`src/rtl/trim_cal_pkg.sv`:
```
package trim_cal_pkg;

    typedef enum logic [1:0] {
        MODE_SLEEP = 2'd0,
        MODE_ALIGN = 2'd1,
        MODE_RX    = 2'd2,
        MODE_TX    = 2'd3
    } mode_t;

    typedef struct packed {
        logic rx_n;
        logic tx_n;
        logic lo_n;
    } ctl_t;

    // Unlisted strobe patterns fall back to the sleep state.
    function automatic mode_t decode_mode(ctl_t c);
        mode_t m;
        case ({c.rx_n, c.tx_n, c.lo_n})
            3'b110:  m = MODE_ALIGN;
            3'b010:  m = MODE_RX;
            3'b100:  m = MODE_TX;
            default: m = MODE_SLEEP;
        endcase
        return m;
    endfunction

endpackage

```
`src/rtl/sync2.sv`:
```
module sync2 #(
    parameter int          W       = 1,
    parameter logic [W-1:0] RST_VAL = '0
) (
    input  logic         clk,
    input  logic         rst,
    input  logic [W-1:0] d,
    output logic [W-1:0] q
);
    logic [W-1:0] meta_q;
    logic [W-1:0] out_q;

    always_ff @(posedge clk) begin
        if (rst) begin
            meta_q <= RST_VAL;
            out_q  <= RST_VAL;
        end else begin
            meta_q <= d;
            out_q  <= meta_q;
        end
    end

    assign q = out_q;
endmodule

```
`src/rtl/step_divider.sv`:
```
module step_divider #(
    parameter int DIV_RATIO = 16
) (
    input  logic clk,
    input  logic rst,
    input  logic run_i,
    output logic step_o
);
    localparam int CW = (DIV_RATIO > 1) ? $clog2(DIV_RATIO) : 1;
    localparam logic [CW-1:0] LAST = CW'(DIV_RATIO - 1);

    logic [CW-1:0] cnt_q;

    // Held at zero while idle, so every run restarts a full period.
    always_ff @(posedge clk) begin
        if (rst || !run_i) begin
            cnt_q <= '0;
        end else if (cnt_q == LAST) begin
            cnt_q <= '0;
        end else begin
            cnt_q <= cnt_q + CW'(1);
        end
    end

    assign step_o = run_i && (cnt_q == LAST);

    generate
        if (DIV_RATIO > 1) begin : g_pulse_chk

            single_step_chk: assert property (@(posedge clk) disable iff (rst)
                step_o |=> !step_o);
        end
        if (DIV_RATIO > 2) begin : g_start_chk

            no_early_step_chk: assert property (@(posedge clk) disable iff (rst)
                $rose(run_i) |=> !step_o);
        end
    endgenerate
endmodule

```
`src/rtl/trim_counter.sv`:
```
module trim_counter
    import trim_cal_pkg::*;
#(
    parameter int TRIM_W = 7
) (
    input  logic              clk,
    input  logic              rst,
    input  mode_t             mode_i,
    input  logic              step_i,
    input  logic              up_i,
    output logic [TRIM_W-1:0] code_o
);
    localparam logic [TRIM_W-1:0] MID = TRIM_W'(1) << (TRIM_W - 1);
    localparam logic [TRIM_W-1:0] TOP = '1;

    logic [TRIM_W-1:0] code_q;
    logic              at_top;
    logic              at_bot;

    assign at_top = (code_q == TOP);
    assign at_bot = (code_q == '0);

    always_ff @(posedge clk) begin
        if (rst || mode_i == MODE_SLEEP) begin
            code_q <= MID;
        end else if (step_i && mode_i == MODE_ALIGN) begin
            if (up_i && !at_top) begin
                code_q <= code_q + TRIM_W'(1);
            end else if (!up_i && !at_bot) begin
                code_q <= code_q - TRIM_W'(1);
            end
        end
    end

    assign code_o = code_q;


    top_sat_chk: assert property (@(posedge clk) disable iff (rst)
        (mode_i == MODE_ALIGN && step_i && up_i && code_q == TOP) |=> code_q == TOP);

    bot_sat_chk: assert property (@(posedge clk) disable iff (rst)
        (mode_i == MODE_ALIGN && step_i && !up_i && code_q == '0) |=> code_q == '0);

    hold_chk: assert property (@(posedge clk) disable iff (rst)
        (mode_i != MODE_SLEEP && !step_i) |=> $stable(code_q));

    sleep_mid_chk: assert property (@(posedge clk) disable iff (rst)
        (mode_i == MODE_SLEEP) |=> code_q == MID);
endmodule

```
`src/rtl/filter_trim_ctrl.sv`:
```
module filter_trim_ctrl
    import trim_cal_pkg::*;
#(
    parameter int DIV_RATIO = 16,
    parameter int TRIM_W    = 7
) (
    input  logic              clk,
    input  logic              rst,
    input  logic              rx_sel_n,
    input  logic              tx_sel_n,
    input  logic              lo_en_n,
    input  logic              cmp_hi,
    input  logic              align_dis,
    output logic [1:0]        mode,
    output logic              align_active,
    output logic [TRIM_W-1:0] trim_a,
    output logic [TRIM_W-1:0] trim_b,
    output logic [TRIM_W-1:0] trim_c
);
    localparam int N_BUS = 3;
    localparam int SYN_W = 4;

    logic [SYN_W-1:0]  raw_in;
    logic [SYN_W-1:0]  syn_in;
    ctl_t              ctl_s;
    logic              cmp_s;
    mode_t             mode_q;
    logic              run;
    logic              step;
    logic [TRIM_W-1:0] code;
    logic [TRIM_W-1:0] trim_bus [N_BUS];

    assign raw_in = {rx_sel_n, tx_sel_n, lo_en_n, cmp_hi};

    sync2 #(
        .W       (SYN_W),
        .RST_VAL (4'b1110)
    ) i_sync (
        .clk (clk),
        .rst (rst),
        .d   (raw_in),
        .q   (syn_in)
    );

    assign ctl_s = ctl_t'(syn_in[3:1]);
    assign cmp_s = syn_in[0];

    always_ff @(posedge clk) begin
        if (rst) begin
            mode_q <= MODE_SLEEP;
        end else begin
            mode_q <= decode_mode(ctl_s);
        end
    end

    assign run = (mode_q == MODE_ALIGN) && !align_dis;

    step_divider #(
        .DIV_RATIO (DIV_RATIO)
    ) i_div (
        .clk    (clk),
        .rst    (rst),
        .run_i  (run),
        .step_o (step)
    );

    trim_counter #(
        .TRIM_W (TRIM_W)
    ) i_cnt (
        .clk    (clk),
        .rst    (rst),
        .mode_i (mode_q),
        .step_i (step),
        .up_i   (cmp_s),
        .code_o (code)
    );

    genvar g;
    generate
        for (g = 0; g < N_BUS; g++) begin : g_fan
            assign trim_bus[g] = code;
        end
    endgenerate

    assign trim_a       = trim_bus[0];
    assign trim_b       = trim_bus[1];
    assign trim_c       = trim_bus[2];
    assign mode         = mode_q;
    assign align_active = run;


    strap_step_chk: assert property (@(posedge clk) disable iff (rst)
        align_dis |-> !step);

    active_mode_chk: assert property (@(posedge clk) disable iff (rst)
        align_active |-> (mode == 2'd1));

    fan_match_chk: assert property (@(posedge clk) disable iff (rst)
        (trim_a == trim_b) && (trim_b == trim_c));
endmodule

```
`config.mk`:
```
export PLATFORM = sky130hd
export DESIGN_NAME = filter_trim_ctrl
export DESIGN_NICKNAME = d
export VERILOG_FILES = /design/src/rtl/trim_cal_pkg.sv /design/src/rtl/sync2.sv /design/src/rtl/step_divider.sv /design/src/rtl/trim_counter.sv /design/src/rtl/filter_trim_ctrl.sv
export SDC_FILE = /design/constraint.sdc
export NUM_CORES = 1
export LEC_CHECK = 0
export BUFFER_PORTS_ARGS = -buffer_cell sky130_fd_sc_hd__clkbuf_2
export CAP_MARGIN = 20
export CORE_UTILIZATION = 43
export DETAILED_ROUTE_END_ITERATION = 7
export PLACE_DENSITY = 0.67
export SLEW_MARGIN = 5
export SYNTH_ARGS = -nofsm -noshare
export SYNTH_HDL_FRONTEND = slang
export SYNTH_SLANG_ARGS = --single-unit
```
`constraint.sdc`:
```
create_clock -name clk -period 2.3 [get_ports clk]
set_input_delay 0.23 -clock clk [delete_from_list [all_inputs] [get_ports clk]]
set_output_delay 0.23 -clock clk [all_outputs]
set_load 0.03 [all_outputs]
```
==> results of run 1 <==
cell families (layout without fill, tap and decap cells):
logic type | after synthesis | count (layout) | synth area share (%)
compound gates | 15 | 15 | 9.88
mux | 6 | 6 | 5.58
simple gates | 34 | 34 | 17.1
fa+ha+maj | 8 | 8 | 10.0
xor+xnor | 8 | 8 | 6.51
buf+inv | 18 | 46 | 11.9
flops | 21 | 21 | 39.1
worst max-delay path by stage:
stage / endpoint / slack, ps / cells after the start
floorplan: i_cnt.code_o[1] / 10 / 6
global placement: i_cnt.code_o[6] / 160 / 8
detailed placement: i_cnt.code_o[5] / 80 / 8
CTS: i_cnt.code_o[6] / 30 / 9
global route: i_cnt.code_o[6] / -30 / 8
finish: i_cnt.code_o[6] / 160 / 8
repair_timing:
action / CTS / global route
hold endpoints to repair: 0 / 0
resized for setup: 0 / 6
setup endpoints to repair: 0 / 2
setup buffers: 0 / 1
cells in the final DEF (no fill, tap or decap), types with 2 or more instances in the layout:
cell | Yosys | final
a21o_1 | 2 | 2
a21oi_1 | 4 | 2
a21oi_2 | 0 | 2
and2_1 | 2 | 2
buf_4 | 14 | 8
buf_6 | 1 | 2
clkbuf_2 | 0 | 30
clkbuf_4 | 0 | 3
dfxtp_1 | 21 | 14
dfxtp_2 | 0 | 7
ha_1 | 7 | 7
inv_1 | 2 | 2
mux2i_1 | 6 | 6
nand3_1 | 3 | 3
nor2_1 | 13 | 13
nor2b_1 | 2 | 2
nor3b_1 | 2 | 2
o21bai_1 | 2 | 2
or2_2 | 6 | 6
or4_1 | 2 | 2
xnor2_1 | 4 | 4
xor2_1 | 4 | 4
metrics by stage:
| step | setup WS (ps) | cells | hold WS [ps] | setup TNS [ps] |
|---|---|---|---|---|
| 2_1_floorplan | 13.0 | 110 | 334 | 0 |
| 3_3_place_gp | 164 | 161 | 391 | 0 |
| 3_5_place_dp | 81.2 | 161 | 393 | 0 |
| 4_1_cts | 27.2 | 165 | 96.9 | 0 |
| 5_1_grt | -25.9 | 166 | 85.3 | -25.9 |
| 6_report | 155 | 166 | 99.9 | 0 |
final cells by class:
cell class | instances | area, um2 | share of cell area, %
flip-flops and latches | 21 | 429 | 33.6
repair buffers | 40 | 233 | 18.2
inverters | 2 | 7.51 | 0.587
multi-input cells | 71 | 547 | 42.8
clock inverters | 1 | 5.00 | 0.391
well taps | 28 | 35.0 | 2.74
clock buffers | 3 | 22.5 | 1.76
layer usage:
metal	track usage, %	vias to the layer above	share of wire [%]
met4	5.41	0	1.1
met5	0	-	0
met3	4.39	4	6.1
li1	-	415	-
met1	17.6	357	45
met2	26.5	31	48
power groups by stage:
stage,sequential (uW),clock (uW),combinational (uW)
final,374,173,34.0
after global routing,375,195,37.8
after CTS,374,178,31.6
after detailed placement,382,0,31.5
after global placement,382,0,30.9
after floorplan,383,0,19.8
registers in the layout, summed over array words and instances (netlist names):
| signal | cells |
|---|---|
| i_sync.q | 4 |
| i_sync.meta_q | 4 |
| i_cnt.code_o | 7 |
| i_div.cnt_q | 4 |
| mode | 2 |
==> impl_metrics.ini, run 1 <==
[worst_hold_path]
hold_end = i_sync.meta_q[2]
holdPathStages = 2
hold_path_class = input pin to flip-flop
worst_hold_startpoint = tx_sel_n

[floorplanning]
start_util_pct = 47.3
std_cell_rows = 17
die_width_um = 52.0
core_area_um2 = 2280
die_height_um = 52.0
io_pins = 31
dieArea_um2 = 2710

[route]
drc = 0
finalWirelength_um = 1850
viasPerCell = 4.86
vias = 807
ant_nets = 0
drt_iter0_drc = 9
wl_per_cell_um = 11.1
drt_first_pass_iters = 4

[clock_tree]
clock_latency_ps = 300
path_clk_slew_ps = 110
cts_buffers = 3
root_buffer = clkbuf_4
postCtsHoldBufs = 0
numClockSinks = 21
cts_tree = yes
cts_max_level = 1
clockBufferDepth = 2

[timing]
rsz0062_at_grt = true
max_freq_mhz = 466
hold_viol_final = 0
clock_skew_ps = 3.83
min_period_ps = 2140
fin_crit_sh_pct = 93.2
relSlewSlack_pct = 61.1
drv_slew = 0
setup_viol = 0
worst_slew_pin_slew_ps = 582

[placed_design]
port_buffers = 30
dpl.hpwl_um = 1460
routabilityCongestion = 0.781
place_area_um2 = 1220

[synthesis]
synthFlopType = dfxtp_1
synth.area.top_cells = dfxtp_1 (39%), buf_4 (9.8%), ha_1 (8.1%)
yosysUniqueCellTypes = 30
postSynth.asyncResetShare_pct = 0
synth_edf_count = 0
syn_area_um2 = 1080
synth.avg_cell_area_um2 = 9.78
syn_nets = 125
yosysMostFrequentCell = dfxtp_1
yosysSeqAreaShare_pct = 39.1
synth_top_area_share_pct = 39.1
synthCells = 110
synth_common_cells = dfxtp_1 (21), buf_4 (14), nor2_1 (13)
yosysWarnings = 0
post-synth-top-area-cell = dfxtp_1
ys_ff_latch = 21

[grt]
grt.overflow.total = 0
antenna_found_initial = 0
track_usage_pct = 15.3
grt_pass1_wl_um = 2990
grt_pass1_vias = 725
grt_max_degree = 13

[cells_and_area]
antenna_cells = 0
nets = 154
final_util_pct = 56.2
syn2layout_area_growth_pct = 18.8
postLayoutCellArea_um2 = 1280
nFillCells = 196
drive_gt1_share_pct = 46.4

[setup_path]
start_kind = flip-flop
path_delay_family = compound AO/OA/AOI/OAI gates
critical-path-slowest-cell = fa_1
worstPathArrival_ps = 2370
ff2ff_setup_slack_ps = 160
slowest_delay_ps = 430
r2r_start = i_cnt.code_o[4]
timing.rr.end = i_cnt.code_o[6]
critPathLaunch = i_cnt.code_o[4]
path_cells = nand4_1 > o21ai_4 > fa_1 > a211oi_1 > o21bai_1 > a21oi_2 > mux2i_1 > mux2i_1
r2r_cells = 8
critPathBufInv = 0
worst-path-max-fanout = 6
path_class = flip-flop to flip-flop
cp_common_cell = mux2i_1
endpoint_kind = flip-flop
worst_ep_required_time_ps = 2530

[power_and_ir_drop]
power_leakage_uw = 0.000631
p_comb_share_pct = 5.9
ir_worst_vdd_uv = 457
p_int_uw = 454
p_total_uw = 580
clockPowerShare_pct = 29.8
sequentialPowerShare_pct = 64.4
p_sw_uw = 127
p_sw_share_pct = 21.8
powerDensity_nw_per_um2 = 454

[job]
cap_violations = 0

[outcome]
status = complete, no violations
Power figures use the tool's default switching activity.
==> run 2, diff against run 1 <==
--- a/config.mk
+++ b/config.mk
@@ -7,9 +7,9 @@
 export LEC_CHECK = 0
 export BUFFER_PORTS_ARGS = -buffer_cell sky130_fd_sc_hd__clkbuf_2
 export CAP_MARGIN = 20
-export CORE_UTILIZATION = 43
+export CORE_UTILIZATION = 45
 export DETAILED_ROUTE_END_ITERATION = 7
-export PLACE_DENSITY = 0.67
+export PLACE_DENSITY = 0.7
 export SLEW_MARGIN = 5
 export SYNTH_ARGS = -nofsm -noshare
 export SYNTH_HDL_FRONTEND = slang
==> run 2 against run 1 <==
  * Total power hardly changed
  * Highest routed layer unchanged
  * Largest power group unchanged
  * Hold slack worse by 6.3 ps
  * Non-clock buffer count down 1
  * Critical endpoint is now i_cnt.code_o[5]
  * Sequential share of layout area up 0.47 points
==> impl_metrics.ini, run 2 (synthesized netlist as in run 1, its figures left out) <==
[outcome]
status = complete, no violations

[cells_and_area]
postLayoutCellArea_um2 = 1260
seqCellArea_um2 = 429
mostFrequentLayoutCell = clkbuf_2
multi_input_area_um2 = 544
syn2layout_area_growth_pct = 17.2
drive_gt1_share_pct = 45.3
nFillCells = 203
final_cell_mix = clkbuf_2 (30), dfxtp_1 (14), nor2_1 (13)
antenna_cells = 0
nets = 153
final_util_pct = 56.5
largest_reg_flops = 7

[worst_hold_path]
holdPathStages = 2
hold_path_class = input pin to flip-flop
hold_end = i_sync.meta_q[2]
worst_hold_startpoint = tx_sel_n

[floorplanning]
die_width_um = 50.9
core_area_um2 = 2230
std_cell_rows = 17
die_height_um = 50.9
io_pins = 31
start_util_pct = 48.2
dieArea_um2 = 2590

[setup_path]
start_kind = flip-flop
worst_ep_required_time_ps = 2500
worst-path-max-fanout = 8
r2r_cells = 8
timing.rr.end = i_cnt.code_o[5]
critPathLaunch = i_cnt.code_o[5]
endpoint_kind = flip-flop
ff2ff_setup_slack_ps = 130
path_class = flip-flop to flip-flop
r2r_start = i_cnt.code_o[5]
worstPathArrival_ps = 2370

[clock_tree]
clockBufferDepth = 2
root_buffer = clkbuf_4
path_clk_slew_ps = 110
cts_max_level = 1
numClockSinks = 21
clock_latency_ps = 310
cts_tree = yes
cts_buffers = 3
cts_setup_buffers = 0

[timing]
layout_setup_ws_ps = 133
max_freq_mhz = 461
rsz0062_at_grt = false
drv_slew = 0
fin_tns_setup_ps = 0
worst_slew_pin_slew_ps = 383
hold_viol_final = 0
fin_crit_sh_pct = 94.2
setup_viol = 0
min_period_ps = 2170
relSlewSlack_pct = 74.4
clock_skew_ps = 3.99

[job]
cap_violations = 0

[grt]
grt_pass1_wl_um = 3060
track_usage_pct = 16.2
antenna_found_initial = 0
grt.overflow.total = 0
grt_max_degree = 13
grt_pass1_vias = 748

[power_and_ir_drop]
ir_worst_vdd_uv = 387
powerDensity_nw_per_um2 = 461
power_leakage_uw = 0.000621

[placed_design]
place_area_um2 = 1220
routabilityCongestion = 0.798
port_buffers = 30
place_ws_ps = 80.7
dpl.hpwl_um = 1420

[route]
wl_per_cell_um = 10.8
drc = 0
viasPerCell = 4.88
vias = 805
drt_iter0_drc = 4
ant_nets = 0
finalWirelength_um = 1780
drt_first_pass_iters = 3
run 2: stage by stage:
step           hold WS (ps)  power, uW  std cells
2_1_floorplan           334        402        110
3_3_place_gp            391        412        161
3_5_place_dp            396        414        161
4_1_cts                80.2        591        165
5_1_grt                90.3        608        165
6_report               93.6        581        165
run 2: how the worst max path moves through the flow:
stage | end
after floorplan | i_cnt.code_o[1]
after global placement | i_cnt.code_o[5]
after detailed placement | i_cnt.code_o[5]
after CTS | i_cnt.code_o[5]
after global routing | i_cnt.code_o[5]
final | i_cnt.code_o[5]
run 2: worst max-delay path: stages, from the launching register on:
cell,delay (ps)
dfxtp_2,350
nand4_1,170
o21ai_4,290
ha_1,280
a21o_2,220
a311o_1,340
a21oi_1,170
xor2_1,170
o31ai_1,70
run 2: cell type report:
type	count	area share (%)
clock inverters	1	0.397
repair buffers	39	17.3
flip-flops and latches	21	34.0
clock buffers	3	1.79
multi-input cells	71	43.2
inverters	2	0.595
well taps	28	2.78
run 2: layer usage:
metal	track usage [%]	share of wire [%]	vias up
met5	0	0	-
met4	8.33	1.3	0
met3	3.57	3.8	2
met2	28.5	51	24
met1	18.1	44	364
li1	-	-	415
run 2: repair_timing:
item / in CTS / in global routing
gates resized for setup: 0 / 2
hold endpoints to repair: 0 / 0
setup endpoints to repair: 0 / 2
hold buffers: 0 / 0
run 2: power by group:
part / internal, uW / switching [uW] / total (uW)
Combinational: 16.2 / 15.2 / 31.4
Sequential: 371 / 3.20 / 374
Clock: 65.1 / 111 / 176
Total: 452 / 129 / 581
==> run 3, diff against run 2 <==
--- a/config.mk
+++ b/config.mk
@@ -5,11 +5,13 @@
 export SDC_FILE = /design/constraint.sdc
 export NUM_CORES = 1
 export LEC_CHECK = 0
+export ABC_CLOCK_PERIOD_IN_PS = 2300
 export BUFFER_PORTS_ARGS = -buffer_cell sky130_fd_sc_hd__clkbuf_2
 export CAP_MARGIN = 20
 export CORE_UTILIZATION = 45
+export CTS_CLUSTER_DIAMETER = 120
 export DETAILED_ROUTE_END_ITERATION = 7
-export PLACE_DENSITY = 0.7
+export PLACE_DENSITY = 0.74
 export SLEW_MARGIN = 5
 export SYNTH_ARGS = -nofsm -noshare
 export SYNTH_HDL_FRONTEND = slang
==> run 3 against run 2 <==
  * Combinational power decreased by 2%
  * Critical endpoint unchanged
  * Routed wire length is 5.8% higher
  * Sequential share of layout area rose by 0.47 points
  * Largest power group unchanged
  * Highest routed layer unchanged
  * Clock power fell by 4%
  * Critical path depth did not move
==> impl_metrics.ini, run 3 (synthesized netlist as in run 1, its figures left out) <==
[setup_path]
path_cells = nand4_1 > o21ai_4 > ha_1 > a21o_2 > a311o_1 > a21oi_2 > xor2_1 > o31ai_1
critical_path_depth = 8
slowest_delay_ps = 360
critPathBufInv = 0
critical-path-slowest-cell = a311o_1
path_class = flip-flop to flip-flop
endpoint_kind = flip-flop
worst-path-max-fanout = 8
start_kind = flip-flop
worst_ep_required_time_ps = 2500
r2r_cells = 8
path_delay_family = compound AO/OA/AOI/OAI gates
worstPathArrival_ps = 2390

[floorplanning]
io_pins = 31
start_util_pct = 48.2
die_height_um = 50.9
dieArea_um2 = 2590
die_width_um = 50.9
core_area_um2 = 2230
std_cell_rows = 17

[route]
finalWirelength_um = 1880
drc = 0
drt_iter0_drc = 8
vias = 827
wl_met2_um = 907
top_layer_used = met4
wl_met3_um = 78
viasPerCell = 5.07
wl_per_cell_um = 11.6
ant_nets = 0
drt_first_pass_iters = 4
met1_length_um = 889

[grt]
track_usage_pct = 16.4
grt_pass1_wl_um = 3190
grt.overflow.total = 0
grt_max_degree = 13
grt_pass1_vias = 742
antenna_found_initial = 0

[clock_tree]
numClockSinks = 21
cts_tree = yes
cts_buffers = 3
cts_setup_buffers = 0
path_clk_slew_ps = 110
root_buffer = clkbuf_4
postCtsHoldBufs = 0
clockBufferDepth = 2
cts_max_level = 1
clock_latency_ps = 300

[placed_design]
routabilityCongestion = 0.809
port_buffers = 30
dpl.hpwl_um = 1450

[timing]
fin_crit_sh_pct = 95.1
rsz0062_at_grt = false
max_freq_mhz = 457
clock_skew_ps = 9.03
worst_slew_pin_slew_ps = 598
hold_viol_final = 0
drv_slew = 0
relSlewSlack_pct = 60.0
setup_viol = 0
fin_tns_setup_ps = 0
min_period_ps = 2190

[cells_and_area]
antenna_cells = 0
syn2layout_area_growth_pct = 16.3
final_util_pct = 56.0
largest_reg_flops = 7
final_cell_mix = clkbuf_2 (30), dfxtp_1 (14), nor2_1 (13)
nets = 151
drive_gt1_share_pct = 44.4
multi_input_area_um2 = 548
nFillCells = 193
seqCellArea_um2 = 432
mostFrequentLayoutCell = clkbuf_2

[outcome]
status = complete, no violations

[worst_hold_path]
holdPathStages = 2
hold_path_class = input pin to flip-flop

[power_and_ir_drop]
powerDensity_nw_per_um2 = 458
ir_worst_vdd_uv = 375
power_leakage_uw = 0.000611

[job]
cap_violations = 0
[run 3: changes by cell type in the layout (fill, tap and decap cells not counted), sizes merged]
cell / delta
buf: -2
clkbuf: +1
clkinv: -1
[run 3: path summary, 6_finish.rpt]
| check | to | from | slack (ps) |
|---|---|---|---|
| min reg2reg | i_sync.q[3] | i_sync.meta_q[3] | 420 |
| min | i_sync.meta_q[3] | rx_sel_n | 110 |
| max | i_cnt.code_o[5] | i_cnt.code_o[4] | 110 |
| max reg2reg | i_cnt.code_o[5] | i_cnt.code_o[4] | 110 |
[run 3: stage by stage]
stage	instance area, um2	hold slack (ps)	cells	setup slack (ps)	power (uW)
after global placement	1210	391	159	119	412
after detailed placement	1210	395	159	37.5	413
final	1250	111	163	112	573
after global routing	1250	97.7	163	11.6	600
after floorplan	1090	334	110	13.0	402
after CTS	1240	100	163	47.8	583
[run 3: cell type report]
class / count / area share [%]
sequential: 21 / 34.5
inverter: 2 / 0.600
tap: 28 / 2.80
multi-input combinational: 71 / 43.8
clock buffer: 4 / 2.10
timing repair buffer: 37 / 16.2
[run 3: what timing repair did]
action | in CTS | in global routing
setup endpoints to repair | 1 | 2
resized for setup | 1 | 3
pin swaps | 0 | 1
endpoints found under the hold margin | 0 | 0
gates cloned | 0 | 0
[run 3: per-layer routing]
metal	up-vias	track usage [%]
li1	413	-
met1	386	19.9
met2	26	28.3
met3	2	4.46
met4	0	4.17
met5	-	0
[run 3: power by group]
group | total, uW | internal, uW | switching (uW)
clock | 169 | 67.5 | 102
combinational | 30.9 | 15.9 | 15.1
sequential | 373 | 369 | 3.30
total | 573 | 453 | 120
